### config.mk
export PLATFORM = sky130hd
export DESIGN_NAME = alarm_unit
export DESIGN_NICKNAME = d
export VERILOG_FILES = /design/src/rtl/alarm_unit_pkg.sv /design/src/rtl/alarm_match.sv /design/src/rtl/alarm_irq_pulse.sv /design/src/rtl/alarm_unit.sv
export SDC_FILE = /design/constraint.sdc
export NUM_CORES = 1
export LEC_CHECK = 0
export CORE_AREA = 2 2 65 67
export DETAILED_ROUTE_END_ITERATION = 8
export DIE_AREA = 0 0 67 69
export DONT_BUFFER_PORTS = 1
export PLACE_DENSITY_LB_ADDON = 0.08
export RECOVER_POWER = 25
export SKIP_LAST_GASP = 1
export SLEW_MARGIN = 20
export SYNTH_ARGS = -nofsm -noshare
export SYNTH_HDL_FRONTEND = slang
export SYNTH_SLANG_ARGS = --single-unit
### constraint.sdc
create_clock -name clk -period 1.5 [get_ports clk]
set_input_delay 0.15 -clock clk [delete_from_list [all_inputs] [get_ports clk]]
set_output_delay 0.15 -clock clk [all_outputs]
set_load 0.03 [all_outputs]
### src/rtl/alarm_unit_pkg.sv
package alarm_unit_pkg;

    // Number of time fields per alarm: sec, min, hour, date, month, weekday.
    localparam int NUM_FIELDS = 6;

    typedef enum logic {
        MODE_ONCE   = 1'b0,
        MODE_REPEAT = 1'b1
    } alarm_mode_e;

endpackage

### src/rtl/alarm_match.sv
module alarm_match
    import alarm_unit_pkg::*;
#(
    parameter int FIELD_W = 8
) (
    input  logic [NUM_FIELDS*FIELD_W-1:0] cfg_val,
    input  logic [NUM_FIELDS-1:0]         cfg_en,
    input  logic [NUM_FIELDS*FIELD_W-1:0] now_time,
    output logic                          hit
);

    logic [NUM_FIELDS-1:0] field_ok;

    // A field passes when it is masked out or equal to the live value.
    for (genvar f = 0; f < NUM_FIELDS; f++) begin : g_field
        assign field_ok[f] = !cfg_en[f]
                           || (cfg_val[f*FIELD_W +: FIELD_W] == now_time[f*FIELD_W +: FIELD_W]);
    end

    assign hit = &field_ok;

endmodule

### src/rtl/alarm_irq_pulse.sv
module alarm_irq_pulse #(
    parameter int PULSE_TICKS = 25
) (
    input  logic clk,
    input  logic rst_n,
    input  logic load,
    input  logic tick_ms,
    output logic irq_n
);

    localparam int CNT_W = $clog2(PULSE_TICKS + 1);

    typedef struct packed {
        logic [CNT_W-1:0] cnt;
        logic             low;
    } pulse_state_t;

    pulse_state_t st_d, st_q;

    always_comb begin
        st_d = st_q;
        if (load) begin
            // A new firing (re)starts the full pulse width.
            st_d.cnt = CNT_W'(PULSE_TICKS);
        end else if (tick_ms && (st_q.cnt != '0)) begin
            st_d.cnt = st_q.cnt - 1'b1;
        end
        st_d.low = (st_d.cnt != '0);
    end

    always_ff @(posedge clk or negedge rst_n) begin
        if (!rst_n) begin
            st_q <= '0;
        end else begin
            st_q <= st_d;
        end
    end

    assign irq_n = ~st_q.low;

endmodule

### src/rtl/alarm_unit.sv
module alarm_unit
    import alarm_unit_pkg::*;
#(
    parameter int NUM_ALARMS = 2,
    parameter int FIELD_W    = 8,
    parameter int PULSE_MS   = 25
) (
    input  logic                                   clk,
    input  logic                                   rst_n,
    input  logic                                   tick_1hz,
    input  logic                                   tick_ms,
    input  logic                                   stat_rd,
    input  logic                                   repeat_mode,
    input  logic [NUM_FIELDS*FIELD_W-1:0]          now_time,
    input  logic [NUM_ALARMS*NUM_FIELDS*FIELD_W-1:0] alm_val,
    input  logic [NUM_ALARMS*NUM_FIELDS-1:0]       alm_fen,
    input  logic [NUM_ALARMS-1:0]                  alm_ien,
    output logic [NUM_ALARMS-1:0]                  alarm_flag,
    output logic                                   irq_n
);

    localparam int TIME_W = NUM_FIELDS * FIELD_W;

    typedef struct packed {
        logic [NUM_ALARMS-1:0] flags;
    } unit_state_t;

    unit_state_t           st_d, st_q;
    logic [NUM_ALARMS-1:0] hit;
    logic [NUM_ALARMS-1:0] fire;
    logic                  pulse_req;
    alarm_mode_e           mode_sel;

    for (genvar a = 0; a < NUM_ALARMS; a++) begin : g_alarm
        alarm_match #(
            .FIELD_W (FIELD_W)
        ) u_match (
            .cfg_val  (alm_val[a*TIME_W +: TIME_W]),
            .cfg_en   (alm_fen[a*NUM_FIELDS +: NUM_FIELDS]),
            .now_time (now_time),
            .hit      (hit[a])
        );
    end

    assign mode_sel = alarm_mode_e'(repeat_mode);

    always_comb begin
        st_d = st_q;
        fire = '0;
        for (int a = 0; a < NUM_ALARMS; a++) begin
            // One-shot alarms stay disarmed while their flag is pending.
            fire[a] = tick_1hz && hit[a]
                    && ((mode_sel == MODE_REPEAT) || !st_q.flags[a]);
        end
        if (stat_rd) begin
            st_d.flags = '0;
        end
        st_d.flags = st_d.flags | fire;
        pulse_req  = |(fire & alm_ien);
    end

    always_ff @(posedge clk or negedge rst_n) begin
        if (!rst_n) begin
            st_q <= '0;
        end else begin
            st_q <= st_d;
        end
    end

    alarm_irq_pulse #(
        .PULSE_TICKS (PULSE_MS)
    ) u_pulse (
        .clk     (clk),
        .rst_n   (rst_n),
        .load    (pulse_req),
        .tick_ms (tick_ms),
        .irq_n   (irq_n)
    );

    assign alarm_flag = st_q.flags;

endmodule

==> flow_metrics.py <==
metrics = {
    "die": {
        "dieArea_mm2": 0.00462,
        "die_height_um": 69,
        "core-area_mm2": 0.00391,
        "dieWidth_um": 67,
        "start_util": 0.393,
        "ios": 167,
        "rows": 23,
    },
    "clock_network": {
        "cts_sinks": 8,
        "numCtsBuffers": 3,
        "cts_tree": "built",
        "clk_latency_ns": 0.23,
        "clk_pin_slew_worst_paths_ns": 0.04,
        "cts_root_buf": "clkbuf_8",
        "clock_path_buffers": 2,
        "htreeDepth": 1,
    },
    "drt": {
        "drt-total-wl_um": 4210,
        "drtIter0Drc": 25,
        "firstDrtPassIters": 4,
        "drt-vias-per-instance": 5.70,
        "ant_nets": 0,
        "num_vias": 1384,
        "drc": 0,
        "wl_per_cell_um": 17.3,
    },
    "global_route": {
        "overflow": 0,
        "grt_pass1_vias": 1591,
        "track_usage": 0.176,
        "antenna_found_initial": 0,
        "grt_pass1_wl_um": 6420,
        "grt_max_degree": 9,
    },
    "worst_setup_path": {
        "critPathKind": "reg2reg",
        "required_ns": 1.61,
        "critPathLaunchType": "flip-flop",
        "worstPathArrival_ns": 1.56,
        "crit_path_end_kind": "flip-flop",
        "cp_max_fo": 4,
    },
    "logic_synthesis": {
        "synth_top_area_frac": 0.559,
        "syn-cell-area_mm2": 0.00154,
        "syn_nets": 350,
        "async_reset_ff_frac": 1.00,
        "yosys.area.top_type": "xnor2_1",
        "synth_seq_cells": 8,
        "synth.area.top_cells": "xnor2_1, dfrtp_1, nand4_1, and4_1, o21ai_0",
        "synth_cell_types": 24,
        "synth_cells": 185,
        "synth_edf_count": 0,
        "synth.avg_cell_area_um2": 8.31,
        "synthFlopType": "dfrtp_1",
        "yosysSeqAreaShare": 0.130,
        "yosysWarnings": 0,
    },
    "min_path": {
        "hold_path.class": "in2reg",
    },
    "cells_and_area": {
        "utilization": 0.434,
        "final_common_cell": "xnor2_1",
        "area_growth_pct": 10.6,
        "drive_gt1_frac": 0.0725,
        "final_cell_mix": "xnor2_1, nand4_1, o21ai_1, dfrtp_1, o21ai_0",
        "multi_input_area_mm2": 0.00134,
        "fin_nets": 360,
        "design_area_mm2": 0.00170,
        "insertedDiodeCount": 0,
        "fillerInstances": 412,
        "register_area_um2": 200,
    },
    "timing": {
        "clock-skew-final_ns": 0.00119,
        "fin_crit_ns": 1.46,
        "finalCritPeriodShare": 0.972,
        "tightest_slew_ns": 0.370,
        "hold_viol_final": 0,
        "fmaxAchievable_mhz": 686,
        "slew_violations": 0,
        "finalSetupViolCount": 0,
        "slew_headroom": 0.752,
    },
    "status": {
        "status": "complete, no violations",
    },
    "run": {
        "drv_cap": 0,
    },
    "power": {
        "power.total_uw": 1410,
        "p_per_area_mw_per_mm2": 830,
        "ir_worst_vdd_v": 0.000230,
        "cellLeakagePower_uw": 0.000500,
    },
    "placed_design": {
        "placed_area_mm2": 0.00162,
        "dpl.hpwl_um": 3950,
        "place_congestion": 0.714,
        "io_buffer_count": 0,
    },
}
cells by family after synthesis:
group | share of synthesized area
xor+xnor | 0.559
flops | 0.130
simple gates | 0.205
fa+ha+maj | 0.00814
buf+inv | 0.0122
compound gates | 0.0855
layout make-up:
type,count,area share
Multi-Input combinational cell,172,0.786
Sequential cell,8,0.118
Tap cell,50,0.0368
Clock buffer,3,0.0243
Timing Repair Buffer,5,0.0236
Inverter,5,0.0110
metal layers:
layer,up-vias,track usage,part of all wire,routed length [um]
met4,0,0.0408,0.010,42
met3,6,0.0375,0.097,409
met5,-,0,0,0
met1,634,0.169,0.29,1210
met2,77,0.359,0.61,2550
li1,667,-,-,-
critical path, stage by stage, from the launching register on:
cell      delay, ns
dfrtp_1        0.38
inv_1          0.11
ha_4           0.16
nand3b_1       0.11
nand2_2        0.14
xnor2_1        0.17
and3_1         0.19
nand3_1        0.07
registers in the layout, indices dropped and copies added (netlist names):
signal,flops
alarm_flag,2
u_pulse.st_q,6
where the power goes:
group	internal [uW]	leakage, uW	switching [uW]
Clock	174	0.0000216	86.7
Sequential	295	0.0000991	63.7
Combinational	434	0.000379	358
final timing paths:
check	endpoint	slack [ns]	cells past startpoint	start
max	u_pulse.st_q[0]$_DFF_PN0_	0.04	7	u_pulse.st_q[2]$_DFF_PN0_
min	alarm_flag[0]$_DFF_PN0_	0.14	2	stat_rd
max reg2reg	u_pulse.st_q[0]$_DFF_PN0_	0.04	7	u_pulse.st_q[2]$_DFF_PN0_
min reg2reg	u_pulse.st_q[5]$_DFF_PN0_	0.52	2	u_pulse.st_q[5]$_DFF_PN0_
max in group asynchronous	u_pulse.st_q[1]$_DFF_PN0_	0.96	1	rst_n
min in group asynchronous	u_pulse.st_q[2]$_DFF_PN0_	0.27	1	rst_n
synth_stat cells, types with 2 or more instances:
cell type,n
dfrtp_1,8
a21oi_1,2
nand4_1,24
and2_1,3
and4_1,4
o21ai_1,7
nand3_1,5
a21boi_0,2
nor3_2,2
inv_1,5
a32o_1,2
o21ai_0,7
nor2_1,2
nand2_1,5
xnor2_1,98
per-stage QoR:
step	setup slack [ns]	cells	setup TNS, ns	hold WS (ns)
4_1_cts	0.00796	242	0	0.143
2_1_floorplan	0.133	185	0	-0.146
3_3_place_gp	0.0689	238	0	-0.145
6_report	0.0417	243	0	0.145
3_5_place_dp	-0.00582	238	-0.00582	-0.145
5_1_grt	-0.0309	243	-0.0309	0.156
what timing repair did:
action	4_1_cts	5_1_grt
hold buffers	1	0
endpoints found under the setup margin	1	2
buffers inserted	0	1
pin swaps	0	1
endpoints found under the hold margin	8	0
resized for setup	1	4
No activity file was read; power rests on OpenSTA's default activity.
